===== config.mk =====
export PLATFORM = sky130hd
export DESIGN_NAME = adc_conv_ctrl
export DESIGN_NICKNAME = d
export VERILOG_FILES = /design/src/rtl/adc_ctrl_pkg.sv /design/src/rtl/adc_clk_div.sv /design/src/rtl/adc_sar_engine.sv /design/src/rtl/adc_pin_mask.sv /design/src/rtl/adc_conv_ctrl.sv
export SDC_FILE = /design/constraint.sdc
export NUM_CORES = 1
export LEC_CHECK = 0
export BUFFER_PORTS_ARGS = -buffer_cell sky130_fd_sc_hd__buf_4
export CELL_PAD_IN_SITES_DETAIL_PLACEMENT = 1
export CELL_PAD_IN_SITES_GLOBAL_PLACEMENT = 1
export CORE_ASPECT_RATIO = 0.5
export CORE_MARGIN = 4
export CORE_UTILIZATION = 35
export CTS_BUF_LIST = sky130_fd_sc_hd__clkbuf_8
export DETAILED_ROUTE_END_ITERATION = 16
export PLACE_DENSITY_LB_ADDON = 0.1
export SYNTH_ARGS = -nofsm -noshare
export SYNTH_HDL_FRONTEND = slang
export SYNTH_SLANG_ARGS = --single-unit

===== constraint.sdc =====
create_clock -name clk -period 2.8 [get_ports clk]
set_input_delay 0.28 -clock clk [delete_from_list [all_inputs] [get_ports clk]]
set_output_delay 0.28 -clock clk [all_outputs]
set_load 0.02 [all_outputs]

===== src/rtl/adc_ctrl_pkg.sv =====
// Package: shared constants, the divider-select type and the divider ratio
// function for the conversion sequencer. Assumes 8-bit data registers.
package adc_ctrl_pkg;

    localparam int RES_W  = 10;          // result width
    localparam int DATA_W = 8;           // register data width
    localparam int LO_W   = RES_W - DATA_W;
    localparam int CHAN_W = 3;
    localparam int PCFG_W = 3;
    localparam int DIV_W  = 6;

    typedef enum logic [1:0] {
        CK_DIV2  = 2'd0,
        CK_DIV8  = 2'd1,
        CK_DIV32 = 2'd2,
        CK_RSVD  = 2'd3
    } clk_sel_e;

    // System cycles per conversion-clock period; 0 marks the reserved code.
    function automatic logic [DIV_W-1:0] div_of(clk_sel_e s);
        case (s)
            CK_DIV2:  return DIV_W'(2);
            CK_DIV8:  return DIV_W'(8);
            CK_DIV32: return DIV_W'(32);
            default:  return '0;
        endcase
    endfunction

endpackage


===== src/rtl/adc_clk_div.sv =====
// Conversion-clock divider: emits a one-cycle tick every div_of(sel) system
// cycles while enabled. Assumes restart is asserted on each conversion start
// so that the first tick lands a full period later. Reserved select: no ticks.
module adc_clk_div
    import adc_ctrl_pkg::*;
(
    input  logic     clk,
    input  logic     rst_n,
    input  logic     en,
    input  logic     restart,
    input  clk_sel_e sel,
    output logic     tick
);

    logic [DIV_W-1:0] cnt_q;
    logic [DIV_W-1:0] ratio;

    assign ratio = div_of(sel);
    assign tick  = en && !restart && (ratio != '0) && (cnt_q >= ratio - 1'b1);

    // Count system cycles within the current conversion-clock period.
    always_ff @(posedge clk) begin
        if (!rst_n || restart || !en) begin
            cnt_q <= '0;
        end else if (tick) begin
            cnt_q <= '0;
        end else if (ratio != '0) begin
            cnt_q <= cnt_q + 1'b1;
        end
    end

endmodule


===== src/rtl/adc_sar_engine.sv =====
// Successive-approximation engine: one decision per tick, MSB first.
// Assumes cmp_in reflects the dac_code presented in the same cycle.
// start restarts from the MSB; abort drops the conversion without result.
module adc_sar_engine
    import adc_ctrl_pkg::*;
#(
    parameter int W = RES_W
) (
    input  logic         clk,
    input  logic         rst_n,
    input  logic         start,
    input  logic         abort,
    input  logic         tick,
    input  logic         cmp_in,
    output logic         busy,
    output logic         done,
    output logic [W-1:0] result,
    output logic [W-1:0] dac_code
);

    localparam int IDX_W = $clog2(W);

    logic [W-1:0]     acc_q;
    logic [IDX_W-1:0] idx_q;
    logic             busy_q;
    logic [W-1:0]     trial_bit;

    assign trial_bit = {{(W-1){1'b0}}, 1'b1} << idx_q;
    assign busy      = busy_q;
    assign dac_code  = busy_q ? (acc_q | trial_bit) : '0;
    assign done      = busy_q && tick && (idx_q == '0) && !start && !abort;
    assign result    = cmp_in ? (acc_q | trial_bit) : acc_q;

    // Step the approximation register one bit per conversion-clock tick.
    always_ff @(posedge clk) begin
        if (!rst_n) begin
            busy_q <= 1'b0;
            acc_q  <= '0;
            idx_q  <= '0;
        end else if (abort) begin
            busy_q <= 1'b0;
            acc_q  <= '0;
            idx_q  <= '0;
        end else if (start) begin
            busy_q <= 1'b1;
            acc_q  <= '0;
            idx_q  <= IDX_W'(W - 1);
        end else if (busy_q && tick) begin
            if (cmp_in) begin
                acc_q <= acc_q | trial_bit;
            end
            if (idx_q == '0) begin
                busy_q <= 1'b0;
            end else begin
                idx_q <= idx_q - 1'b1;
            end
        end
    end

endmodule


===== src/rtl/adc_pin_mask.sv =====
// Analog pin mask: the lowest pin_cnt pins become analog inputs.
// Assumes PIN_N is at least 2**PCFG_W - 1 so every count fits.
module adc_pin_mask
    import adc_ctrl_pkg::*;
#(
    parameter int PIN_N = 8
) (
    input  logic [PCFG_W-1:0] pin_cnt,
    output logic [PIN_N-1:0]  ana_en
);

    for (genvar i = 0; i < PIN_N; i++) begin : g_pin
        assign ana_en[i] = (int'(pin_cnt) > i);
    end

endmodule


===== src/rtl/adc_conv_ctrl.sv =====
// Conversion sequencer top: register decode, start-pulse detection, stale
// channel handling, status flag, result registers and interrupt gating.
// Assumes single-cycle register writes and an external comparator.
module adc_conv_ctrl
    import adc_ctrl_pkg::*;
#(
    parameter int PIN_N = 8
) (
    input  logic              clk,
    input  logic              rst_n,
    input  logic              reg_wr,
    input  logic              reg_addr,
    input  logic [DATA_W-1:0] reg_wdata,
    input  logic              cmp_in,
    output logic [RES_W-1:0]  dac_code,
    output logic              eoc_flag,
    output logic [DATA_W-1:0] res_hi,
    output logic [DATA_W-1:0] res_lo,
    output logic              irq,
    output logic [PIN_N-1:0]  ana_en,
    output logic [CHAN_W-1:0] chan_sel
);

    logic [CHAN_W-1:0] chan_q;
    logic [PCFG_W-1:0] pin_cfg_q;
    logic              start_q;
    clk_sel_e          clk_sel_q;
    logic              ad_ie_q;
    logic              glb_ie_q;
    logic              stale_q;
    logic              eoc_q;
    logic [RES_W-1:0]  res_q;
    logic              irq_q;

    logic              wr_ctrl;
    logic              wr_cfg;
    logic              chan_change;
    logic              pulse;
    logic              conv_start;
    logic              tick;
    logic              busy;
    logic              done;
    logic [RES_W-1:0]  sar_result;
    logic              unused_wdata;

    assign wr_ctrl      = reg_wr && !reg_addr;
    assign wr_cfg       = reg_wr && reg_addr;
    assign chan_change  = wr_ctrl && (reg_wdata[CHAN_W-1:0] != chan_q);
    assign pulse        = wr_ctrl && start_q && !reg_wdata[6] && !chan_change;
    assign conv_start   = pulse && !stale_q;
    assign unused_wdata = reg_wdata[7];

    // Control and configuration register writes.
    always_ff @(posedge clk) begin
        if (!rst_n) begin
            chan_q    <= '0;
            pin_cfg_q <= '0;
            start_q   <= 1'b0;
            clk_sel_q <= CK_DIV2;
            ad_ie_q   <= 1'b0;
            glb_ie_q  <= 1'b0;
        end else if (wr_ctrl) begin
            chan_q    <= reg_wdata[CHAN_W-1:0];
            pin_cfg_q <= reg_wdata[5:3];
            start_q   <= reg_wdata[6];
        end else if (wr_cfg) begin
            clk_sel_q <= clk_sel_e'(reg_wdata[1:0]);
            ad_ie_q   <= reg_wdata[2];
            glb_ie_q  <= reg_wdata[3];
        end
    end

    // Stale-channel tracking and the end-of-conversion status flag.
    always_ff @(posedge clk) begin
        if (!rst_n) begin
            stale_q <= 1'b0;
            eoc_q   <= 1'b0;
        end else if (chan_change) begin
            stale_q <= 1'b1;
            eoc_q   <= 1'b0;
        end else if (pulse) begin
            stale_q <= 1'b0;
            eoc_q   <= 1'b1;
        end else if (done) begin
            eoc_q   <= 1'b0;
        end
    end

    // Result latch and interrupt request on conversion completion.
    always_ff @(posedge clk) begin
        if (!rst_n) begin
            res_q <= '0;
            irq_q <= 1'b0;
        end else begin
            irq_q <= done && ad_ie_q && glb_ie_q;
            if (done) begin
                res_q <= sar_result;
            end
        end
    end

    adc_clk_div u_div (
        .clk     (clk),
        .rst_n   (rst_n),
        .en      (busy),
        .restart (conv_start),
        .sel     (clk_sel_q),
        .tick    (tick)
    );

    adc_sar_engine #(.W(RES_W)) u_sar (
        .clk      (clk),
        .rst_n    (rst_n),
        .start    (conv_start),
        .abort    (chan_change),
        .tick     (tick),
        .cmp_in   (cmp_in),
        .busy     (busy),
        .done     (done),
        .result   (sar_result),
        .dac_code (dac_code)
    );

    adc_pin_mask #(.PIN_N(PIN_N)) u_mask (
        .pin_cnt (pin_cfg_q),
        .ana_en  (ana_en)
    );

    assign eoc_flag = eoc_q;
    assign res_hi   = res_q[RES_W-1 -: DATA_W];
    assign res_lo   = {res_q[LO_W-1:0], {(DATA_W-LO_W){1'b0}}};
    assign irq      = irq_q;
    assign chan_sel = chan_q;

endmodule


==> results of run 1 <==
[worst max-delay path, delay by kind of cell (launching register included)]
| kind | cells | cell delay, ns |
|---|---|---|
| AND/OR/NAND/NOR | 3 | 0.68 |
| flip-flops | 1 | 0.46 |
| adder cells (fa/ha/maj) | 1 | 0.33 |
| AO/OA/AOI/OAI | 2 | 0.30 |
| buffers and inverters | 1 | 0.26 |
| multiplexers | 1 | 0.12 |
[registers in the layout (all words and copies together), names as in the netlist, 2 cells and up]
name         count
pin_cfg_q        3
u_div.cnt_q      6
chan_sel         3
u_sar.idx_q      4
clk_sel_q        2
res_q           10
u_sar.acc_q     10
[power by group]
group	switching (mW)	internal, mW
Combinational	0.0608	0.0363
Sequential	0.00900	0.648
Clock	0.226	0.288
[metal layers]
layer  up-vias  track usage  wire length, um  part of all wire
li1       1019            -                -                 -
met4         0      0.04045               59             0.010
met3         8      0.04041              321             0.054
met2        52       0.2556             2675              0.45
met5         -            0                0                 0
met1       982       0.2013             2835              0.48
[cell type report]
cell class,count,area share
clock buffer,6,0.02982
inverter,7,0.009489
clock inverter,2,0.01220
sequential,45,0.3253
timing repair buffer,47,0.1274
tap,88,0.03977
multi-input combinational,211,0.4559
[synthesized netlist by cell type (2+ instances only)]
| cell type | number | area share |
|---|---|---|
| sky130_fd_sc_hd__a211oi_1 | 2 | 0.0065 |
| sky130_fd_sc_hd__a21oi_1 | 30 | 0.065 |
| sky130_fd_sc_hd__a31oi_1 | 11 | 0.030 |
| sky130_fd_sc_hd__and2_1 | 5 | 0.014 |
| sky130_fd_sc_hd__and3_1 | 7 | 0.019 |
| sky130_fd_sc_hd__buf_4 | 7 | 0.023 |
| sky130_fd_sc_hd__buf_6 | 3 | 0.015 |
| sky130_fd_sc_hd__clkbuf_1 | 11 | 0.018 |
| sky130_fd_sc_hd__dfxtp_1 | 45 | 0.39 |
| sky130_fd_sc_hd__ha_1 | 11 | 0.060 |
| sky130_fd_sc_hd__inv_1 | 7 | 0.011 |
| sky130_fd_sc_hd__mux2_4 | 3 | 0.020 |
| sky130_fd_sc_hd__mux2i_1 | 6 | 0.026 |
| sky130_fd_sc_hd__nand2_1 | 33 | 0.054 |
| sky130_fd_sc_hd__nand2b_1 | 2 | 0.0054 |
| sky130_fd_sc_hd__nand3_1 | 7 | 0.015 |
| sky130_fd_sc_hd__nand4_1 | 4 | 0.011 |
| sky130_fd_sc_hd__nor2_1 | 30 | 0.049 |
| sky130_fd_sc_hd__nor2b_1 | 2 | 0.0054 |
| sky130_fd_sc_hd__nor3_1 | 5 | 0.011 |
| sky130_fd_sc_hd__nor3b_1 | 3 | 0.0098 |
| sky130_fd_sc_hd__o21a_1 | 4 | 0.013 |
| sky130_fd_sc_hd__o21ai_0 | 12 | 0.026 |
| sky130_fd_sc_hd__or2_2 | 2 | 0.0054 |
| sky130_fd_sc_hd__or3_1 | 4 | 0.011 |
| sky130_fd_sc_hd__xnor2_1 | 6 | 0.023 |
| sky130_fd_sc_hd__xor2_1 | 3 | 0.011 |
[per-stage QoR]
stage / power (mW) / hold slack (ns) / instance area, sq um / std cells
after detailed placement: 0.7693 / 0.4503 / 2653 / 398
after floorplan: 0.7380 / 0.4160 / 2322 / 285
after global placement: 0.7667 / 0.4354 / 2653 / 398
after CTS: 1.285 / 0.2228 / 2769 / 406
final: 1.267 / 0.2287 / 2769 / 406
after global routing: 1.339 / 0.2339 / 2769 / 406
[how the worst max path moves through the flow]
stage	to	slack, ns	from	cells past startpoint
final	res_q[7]	0.53	clk_sel_q[1]	8
after global routing	res_q[7]	0.29	clk_sel_q[1]	8
after CTS	res_q[6]	0.51	clk_sel_q[1]	8
after detailed placement	res_q[6]	0.54	clk_sel_q[1]	8
after global placement	res_q[6]	0.59	clk_sel_q[1]	8
after floorplan	res_q[4]	0.60	clk_sel_q[1]	9
[cells by family after synthesis]
kind of cell	Yosys count
AO/OA/AOI/OAI	63
XOR/XNOR	9
adder cells (fa/ha/maj)	11
buffers and inverters	29
flip-flops	45
multiplexers	9
other	1
AND/OR/NAND/NOR	112
==> metrics, run 1 <==
status=completed; multi-input combinational cell area=0.001262 sq mm; Hold WC Path Type=in2reg; number of warnings printed during yosys synthesis=0; R2R Path End=res_q[7]; pin count of the biggest net entering global routing=20; worst hold path endpoint=pin_cfg_q[1]; Pins Over Slew Limit=0; synthesized flop and latch total=45; Cell variety after synth=41; number of buffers added to fix hold violations after cts=0; min Tclk post-route=2.274 ns; Post-Route WL=5892 um; startpoint class of the critical path=register; final setup fails=0; starting utilization of the core area=0.3706; leak pwr=1.160 nW; post-synthesis adder-cell area fraction=0.05985; share of post-route cells with drive strength above 1=0.2013; required time worst endpoint=2.98 ns; commonest non-fill, non-tap cell in the layout=sky130_fd_sc_hd__buf_4; first-pass GRT wire length=9804 um; diodes inserted=0; mux cell area share after synthesis=0.04570; largest voltage drop on the vdd net=0.0002002 V; cell area after technology mapping=0.002300 sq mm; fraction of the mapped netlist area in compound gates=0.1561; Core Area=0.006206 sq mm; WHS Path Cells=3; crit path kind=reg2reg; area taken by flip-flops and latches=900.9 sq um; portion of the clock cycle consumed by the worst path in the final layout=0.8121; combinational family with the most area after synthesis=simple AND/OR/NAND/NOR gates; via count=2061; CP arrival=2.46 ns; 1st-pass router iterations=4; master of the slowest instance on the critical path=sky130_fd_sc_hd__dfxtp_1; post-synthesis sequential area ratio=0.3917; height of the die=65.32 um; Critical Path Most Common Cell=sky130_fd_sc_hd__o21a_1; startpoint of the tightest hold check path=reg_wdata[4]; post-synthesis average cell area=8.243 sq um; Clock Sinks=45; Fmax=439.8 MHz; number of global-route vias before repair=2085; minimum setup slack in the final design=0.5262 ns; number of buffers created by CTS=5; simple-gate area share of the yosys netlist=0.2416; EDFF count, synth=0; Largest stage delay, worst path=0.46 ns; Max transition margin=0.5794; width of the die=122.6 um; Pwr Density=457.7 mW/mm^2; FP Rows=20; number of levels the H-tree was split into=2; actual slew at the worst max-slew pin=0.6295 ns; setup total negative slack=0 ns; combined global-route utilization of all metal layers=0.1546; clock buffer depth=2; reg-to-reg setup timing slack=0.53 ns; placer's final routability congestion estimate=0.7523; average detailed-routed wire length per instance=14.51 um; hold violation total from the final report=0; number of antenna violations at the first check in global routing=0; type of destination of the critical path=register; Clock Skew=0.008736 ns; instance count of the mapped netlist=279; number of maximum-capacitance constraint violations=0; insertion delay to the later sink of the worst-skew pair=0.30 ns; GRT overflow=0; clock slew at the register clock pins of the worst setup and hold paths=0.09 ns; die outline area=0.008010 sq mm; number of vias per cell=5.076; FF-to-FF path depth=8; number of nets in the final layout=341; TritonCTS clock tree=done; number of fill cells in the layout=781; post-CTS repair timing setup buffer count=0; setup repair after global routing missed its margin=no; area added between synthesis and finish=20.40%; Starting DRT DRC Count=104; leading cell types in the layout, fill and taps excluded=47 x sky130_fd_sc_hd__buf_4, 45 x sky130_fd_sc_hd__dfxtp_1, 33 x sky130_fd_sc_hd__nand2_1; Place WS=0.5409 ns; Root Buffer=sky130_fd_sc_hd__clkbuf_8; utilization of the core after routing=0.4462; detailed-route DRC error count=0; quantity of gates resized following cts=0; maximum fanout along the worst path=8; half-perimeter wire length after detailed placement=4398 um; async set-or-reset flop fraction in the synthesized netlist=0; number of buffer cells added on primary ports=43; Boundary Pins=52; cells traversed along the worst timing path=nand2_2 > ha_1 > o21a_1 > o21a_1 > nor3b_2 > nand4_2 > buf_4 > mux2i_1; startpoint of the lowest-slack register-to-register path=clk_sel_q[1]; post-synthesis xor/xnor area fraction=0.03428; dominant synthesized flop cell=sky130_fd_sc_hd__dfxtp_1; post-route ant nets=0
(Power assumes the default switching activity.)
==> run 2: changes to the inputs <==
==> constraint.sdc (replaced) <==
create_clock -name clk -period 2.1 [get_ports clk]
set_input_delay 0.21 -clock clk [delete_from_list [all_inputs] [get_ports clk]]
set_output_delay 0.21 -clock clk [all_outputs]
set_load 0.02 [all_outputs]
==> run 2 against run 1 <==
Hold slack worse by 0.075 ns. Via count fell by 0.19%. Power up 21%. Die area did not move. Clock skew decreased by 0.0028 ns. Critical path type unchanged. Critical endpoint is now u_sar.idx_q[1]. Largest power group unchanged.
==> metrics, run 2 (same netlist as run 1, synthesis figures left out) <==
average detailed-routed wire length per instance=14.07 um (-3.0%); CP arrival=2.12 ns (-0.34 ns); width of the die=122.6 um (unchanged); actual slew at the worst max-slew pin=0.5597 ns (-0.06981 ns); FP Rows=20 (unchanged); Pins Over Slew Limit=0 (unchanged); Starting DRT DRC Count=68 (-35%); layer with the highest usage=met2; number of antenna violations at the first check in global routing=0 (unchanged); leak pwr=1.172 nW (+0.99%); Placed Cells=404 (+1.5%); reg-to-reg setup timing slack=0.15 ns (-0.38 ns); number of buffers created by CTS=5 (unchanged); setup repair after global routing missed its margin=no; crit path launch=clk_sel_q[1]; first-pass GRT wire length=9936 um (+1.3%); switching share of total power=0.2535 (+0.02026); global-route met3 utilization=0.04557 (+0.005159); GRT met2 Usage=0.2673 (+0.01162); number of nets in the final layout=347 (+1.8%); Clock Skew=0.005908 ns (-0.002827 ns); number of buffers added to fix hold violations after cts=0 (unchanged); internal cell power=1.141 mW (+17%); required time worst endpoint=2.27 ns (-0.71 ns); clock buffer depth=2 (unchanged); number of buffer cells added on primary ports=43 (unchanged); power share of the sequential group=0.572 (+0.054); startpoint of the lowest-slack register-to-register path=clk_sel_q[1]; TritonCTS clock tree=done; Fmax=511.7 MHz (+16%); leading cell types in the layout, fill and taps excluded=53 x sky130_fd_sc_hd__buf_4, 43 x sky130_fd_sc_hd__dfxtp_1, 33 x sky130_fd_sc_hd__nand2_1; pin count of the biggest net entering global routing=20 (unchanged); detailed-route DRC error count=0 (unchanged); final setup fails=0 (unchanged); insertion delay to the later sink of the worst-skew pair=0.30 ns (about the same); number of maximum-capacitance constraint violations=0 (unchanged); crit path kind=reg2reg; height of the die=65.32 um (unchanged); R2R Path End=u_sar.idx_q[1]; status=completed; WHS Path Cells=3 (unchanged); commonest non-fill, non-tap cell in the layout=sky130_fd_sc_hd__buf_4; clock share of power=0.341 (-0.064); type of destination of the critical path=register; maximum fanout along the worst path=14 (+6); GRT met1 Usage=0.1902 (-0.01103); FF-to-FF path depth=8 (unchanged); largest voltage drop on the vdd net=0.0002401 V (+20%); portion of the clock cycle consumed by the worst path in the final layout=0.9306 (+0.1186); combined global-route utilization of all metal layers=0.1557 (+0.001071); clock slew at the register clock pins of the worst setup and hold paths=0.09 ns (about the same); area added between synthesis and finish=21.71%; Max transition margin=0.6261 (+0.04664); number of fill cells in the layout=794 (+1.7%); post-route ant nets=0 (unchanged); largest registers=res_q: 10 flops, u_sar.acc_q: 10 flops, u_div.cnt_q: 6 flops; placer's final routability congestion estimate=0.7365 (-2.1%); 1st-pass router iterations=4 (unchanged); part of the total power dissipated in combinational logic=0.086 (+0.009); diodes inserted=0 (unchanged); Critical Path End=u_sar.idx_q[1]; hold violation total from the final report=0 (unchanged); Clock Sinks=45 (unchanged); via count=2057 (-0.19%); area taken by flip-flops and latches=903.4 sq um (+0.28%); number of levels the H-tree was split into=2 (unchanged); startpoint class of the critical path=register; Post-Route WL=5798 um (-1.6%); Core Area=0.006206 sq mm (unchanged); GRT overflow=0 (unchanged); die outline area=0.008010 sq mm (unchanged); Hold WC Path Type=in2reg; Boundary Pins=52 (unchanged); setup total negative slack=0 ns (unchanged); multi-input combinational cell area=0.001279 sq mm (+1.3%); number of vias per cell=4.993 (-1.6%); switching component of the power=0.3876 mW (+31%); starting utilization of the core area=0.3706 (unchanged); min Tclk post-route=1.954 ns (-0.3195 ns); Root Buffer=sky130_fd_sc_hd__clkbuf_8; half-perimeter wire length after detailed placement=4383 um (-0.33%); number of standard cells in the final layout excluding fillers=412 (+1.5%); Pwr Density=546.3 mW/mm^2 (+19%); number of global-route vias before repair=2143 (+2.8%); share of post-route cells with drive strength above 1=0.2253 (+0.02405)
-- run 2: power by group through the flow --
stage	clock network, mW	logic (mW)	registers, mW
final	0.522	0.132	0.875
after global routing	0.591	0.150	0.878
after CTS	0.549	0.135	0.875
after detailed placement	0	0.133	0.895
after global placement	0	0.130	0.895
after floorplan	0	0.0899	0.895
-- run 2: per-stage QoR --
stage / power (mW) / utilization / worst slack (ns) / hold WS (ns) / cell area (sq um)
finish: 1.529 / 0.4510 / 0.1457 / 0.1537 / 2799
global route: 1.618 / 0.4510 / 0.001016 / 0.1597 / 2799
floorplan: 0.9848 / - / 0.03379 / 0.3460 / 2330
CTS: 1.559 / 0.4504 / 0.05144 / 0.1438 / 2795
global placement: 1.025 / 0.4357 / 0.06933 / 0.4366 / 2704
detailed placement: 1.028 / 0.4357 / 0.01540 / 0.4482 / 2704
-- run 2: metal layers --
| layer | vias to the layer above | wire, um |
|---|---|---|
| li1 | 1039 | - |
| met1 | 969 | 2786 |
| met2 | 44 | 2628 |
| met3 | 5 | 315 |
| met4 | 0 | 68 |
| met5 | - | 0 |
-- run 2: cell type report --
type                    instances  share of cell area
clock inverters                 3            0.004917
well taps                      88             0.03934
multi-input cells             211              0.4569
inverters                       7            0.009388
repair buffers                 53              0.1422
clock buffers                   5             0.02459
flip-flops and latches         45              0.3228
-- run 2: worst min path at each step --
stage                 start            to  slack [ns]
3_5_place_dp       res_q[0]      res_q[0]        0.45
4_1_cts        reg_wdata[4]  pin_cfg_q[1]        0.14
5_1_grt        reg_wdata[4]  pin_cfg_q[1]        0.16
6_report       reg_wdata[4]  pin_cfg_q[1]        0.15
3_3_place_gp       res_q[0]      res_q[0]        0.44
2_1_floorplan  reg_wdata[6]       start_q        0.35
-- run 2: what timing repair did --
item | CTS | global route
cloned | 0 | 0
setup buffers | 0 | 0
resized for setup | 1 | 3
pin swaps | 0 | 1
endpoints found under the setup margin | 6 | 29
endpoints found under the hold margin | 0 | 0
-- run 2: worst max-delay path, cell delays in order, from the launching register on --
cell and delay, ns:
sky130_fd_sc_hd__dfxtp_2 0.39, sky130_fd_sc_hd__nand2_2 0.07, sky130_fd_sc_hd__ha_1 0.29, sky130_fd_sc_hd__o21a_1 0.15, sky130_fd_sc_hd__o21a_1 0.15, sky130_fd_sc_hd__nor3b_4 0.27
sky130_fd_sc_hd__buf_4 0.26, sky130_fd_sc_hd__nand4_1 0.11, sky130_fd_sc_hd__nor3b_1 0.14
==> run 3: changes to the inputs <==
==> constraint.sdc (replaced) <==
create_clock -name clk -period 2.1 [get_ports clk]
set_input_delay 0.105 -clock clk [delete_from_list [all_inputs] [get_ports clk]]
set_output_delay 0.105 -clock clk [all_outputs]
set_load 0.02 [all_outputs]
==> run 3 against run 2 <==
Clock power fell by 3%. Via count up 0.68%. Wire length is 0.71% higher. Fmax is 1.3% lower. Final area increased by 0.58%. Hold slack got worse by 0.099 ns. Global-route usage is 0.16 points lower. Power down 0.77%. Utilization is 0.26 points higher. Register-to-register slack got worse by 0.03 ns. Largest power group unchanged. Highest routed layer unchanged.
==> metrics, run 3 (same netlist as run 1, synthesis figures left out) <==
1st-pass router iterations=4 (unchanged); Pwr Density=539.0 mW/mm^2 (-1.3%); die outline area=0.008010 sq mm (unchanged); Post-Route WL=5839 um (+0.71%); switching component of the power=0.3794 mW (-2.1%); average detailed-routed wire length per instance=14.17 um (+0.71%); area taken by flip-flops and latches=905.9 sq um (+0.28%); Fmax=505.2 MHz (-1.3%); Hold WC Path Type=in2reg; reg-to-reg setup timing slack=0.12 ns (-0.03 ns); Core Area=0.006206 sq mm (unchanged); area added between synthesis and finish=22.42%; diodes inserted=0 (unchanged); clock slew at the register clock pins of the worst setup and hold paths=0.09 ns (about the same); type of destination of the critical path=register; clock share of power=0.335 (-0.006); number of maximum-capacitance constraint violations=0 (unchanged); setup total negative slack=0 ns (unchanged); placer's final routability congestion estimate=0.7615 (+3.4%); R2R Path End=res_q[9]; leading cell types in the layout, fill and taps excluded=52 x sky130_fd_sc_hd__buf_4, 43 x sky130_fd_sc_hd__dfxtp_1, 33 x sky130_fd_sc_hd__nand2_1; largest voltage drop on the vdd net=0.0002050 V (-15%); number of nets in the final layout=347 (unchanged); startpoint of the lowest-slack register-to-register path=clk_sel_q[1]; number of buffer cells added on primary ports=43 (unchanged); insertion delay to the later sink of the worst-skew pair=0.29 ns (about the same); Clock Sinks=45 (unchanged); Placed Cells=403 (-0.25%); number of antenna violations at the first check in global routing=0 (unchanged); internal cell power=1.138 mW (-0.30%); required time worst endpoint=2.28 ns (about the same); status=completed; Boundary Pins=52 (unchanged); worst hold path endpoint=pin_cfg_q[1]; Root Buffer=sky130_fd_sc_hd__clkbuf_8; Starting DRT DRC Count=68 (unchanged); switching share of total power=0.2500 (-0.003483); first-pass GRT wire length=10070 um (+1.4%); min Tclk post-route=1.979 ns (+0.02509 ns); maximum fanout along the worst path=6 (-8); TritonCTS clock tree=done; GRT overflow=0 (unchanged); detailed-route DRC error count=0 (unchanged); power share of the sequential group=0.576 (+0.004); share of post-route cells with drive strength above 1=0.2222 (-0.003086); Max transition margin=0.6354 (+0.009358); Clock Skew=0.007523 ns (+0.001614 ns); post-route ant nets=0 (unchanged); clock buffer depth=2 (unchanged); leak pwr=1.178 nW (+0.55%); FF-to-FF path depth=7 (-1); commonest non-fill, non-tap cell in the layout=sky130_fd_sc_hd__buf_4; instance area at placement=0.002696 sq mm (-0.28%); CP arrival=2.16 ns (+0.04 ns); smallest hold slack=0.05429 ns (-0.09945 ns); number of standard cells in the final layout excluding fillers=412 (unchanged); Pins Over Slew Limit=0 (unchanged); multi-input combinational cell area=0.001291 sq mm (+0.98%); hold violation total from the final report=0 (unchanged); starting utilization of the core area=0.3706 (unchanged); actual slew at the worst max-slew pin=0.5463 ns (-0.01349 ns); startpoint of the tightest hold check path=reg_wdata[4]; setup repair after global routing missed its margin=no; number of levels the H-tree was split into=2 (unchanged); utilization of the core after routing=0.4536 (+0.002621); width of the die=122.6 um (unchanged); largest registers=res_q: 10 flops, u_sar.acc_q: 10 flops, u_div.cnt_q: 6 flops; height of the die=65.32 um (unchanged); combined global-route utilization of all metal layers=0.1540 (-0.001627); pin count of the biggest net entering global routing=20 (unchanged); half-perimeter wire length after detailed placement=4395 um (+0.27%); number of vias per cell=5.027 (+0.68%); FP Rows=20 (unchanged); number of fill cells in the layout=784 (-1.3%); part of the total power dissipated in combinational logic=0.089 (+0.003); via count=2071 (+0.68%); number of buffers created by CTS=5 (unchanged); crit path kind=reg2reg; final setup fails=0 (unchanged); number of global-route vias before repair=2163 (+0.93%); startpoint class of the critical path=register; Final Instance Area=0.002815 sq mm (+0.58%); portion of the clock cycle consumed by the worst path in the final layout=0.9426 (+0.01195); WHS Path Cells=3 (unchanged)
-- run 3: cell types whose count changed in the layout (fill, tap and decap cells not counted), sizes merged --
cell	delta
clkinv	-2
inv	+2
-- run 3: worst max-delay path by stage --
stage	startpoint	to	slack (ns)	cells past startpoint
floorplan	clk_sel_q[1]	res_q[4]	0.03	9
global placement	clk_sel_q[1]	res_q[1]	0.06	8
detailed placement	clk_sel_q[1]	res_q[2]	-0.03	8
CTS	clk_sel_q[1]	res_q[2]	0.001	8
global route	clk_sel_q[1]	res_q[3]	0.02	8
finish	clk_sel_q[1]	res_q[9]	0.12	7
-- run 3: per-stage QoR --
| step | power (mW) | setup slack, ns |
|---|---|---|
| after floorplan | 0.9848 | 0.03379 |
| after global placement | 1.025 | 0.05642 |
| after global routing | 1.602 | 0.01749 |
| after CTS | 1.548 | 0.001165 |
| final | 1.517 | 0.1206 |
| after detailed placement | 1.029 | -0.03191 |
-- run 3: per-layer routing --
metal / GRT usage / up-vias / share of wire / wire (um)
met5: 0 / - / 0 / 0
met4: 0.03347 / 0 / 0.0057 / 33
met3: 0.04213 / 4 / 0.054 / 315
met2: 0.2652 / 49 / 0.46 / 2688
met1: 0.1939 / 982 / 0.48 / 2802
li1: - / 1036 / - / -
-- run 3: cell type report --
class / count / area share
flip-flops and latches: 45 / 0.3218
clock buffers: 5 / 0.02444
clock inverters: 3 / 0.004000
well taps: 88 / 0.03911
repair buffers: 53 / 0.1427
inverters: 7 / 0.009333
multi-input cells: 211 / 0.4587
-- run 3: critical path, stage by stage, from the launching register on --
cell                      delay (ns)
sky130_fd_sc_hd__dfxtp_4        0.38
sky130_fd_sc_hd__nand2_2        0.08
sky130_fd_sc_hd__ha_4           0.27
sky130_fd_sc_hd__o21a_1         0.14
sky130_fd_sc_hd__o21a_1         0.18
sky130_fd_sc_hd__nor3b_4        0.29
sky130_fd_sc_hd__nand4_4        0.19
sky130_fd_sc_hd__mux2_4         0.34
-- run 3: power by group through the flow --
| stage | Combinational [mW] | Sequential [mW] | Clock (mW) |
|---|---|---|---|
| final | 0.134 | 0.874 | 0.508 |
| after floorplan | 0.0899 | 0.895 | 0 |
| after detailed placement | 0.134 | 0.895 | 0 |
| after CTS | 0.135 | 0.875 | 0.537 |
| after global placement | 0.130 | 0.895 | 0 |
| after global routing | 0.152 | 0.877 | 0.572 |
-- run 3: timing repair --
action | 4_1_cts | 5_1_grt
setup endpoints to repair | 9 | 30
hold buffers | 0 | 0
pin swaps | 0 | 3
gates cloned | 0 | 0
resized for setup | 1 | 6
buffers inserted | 0 | 1
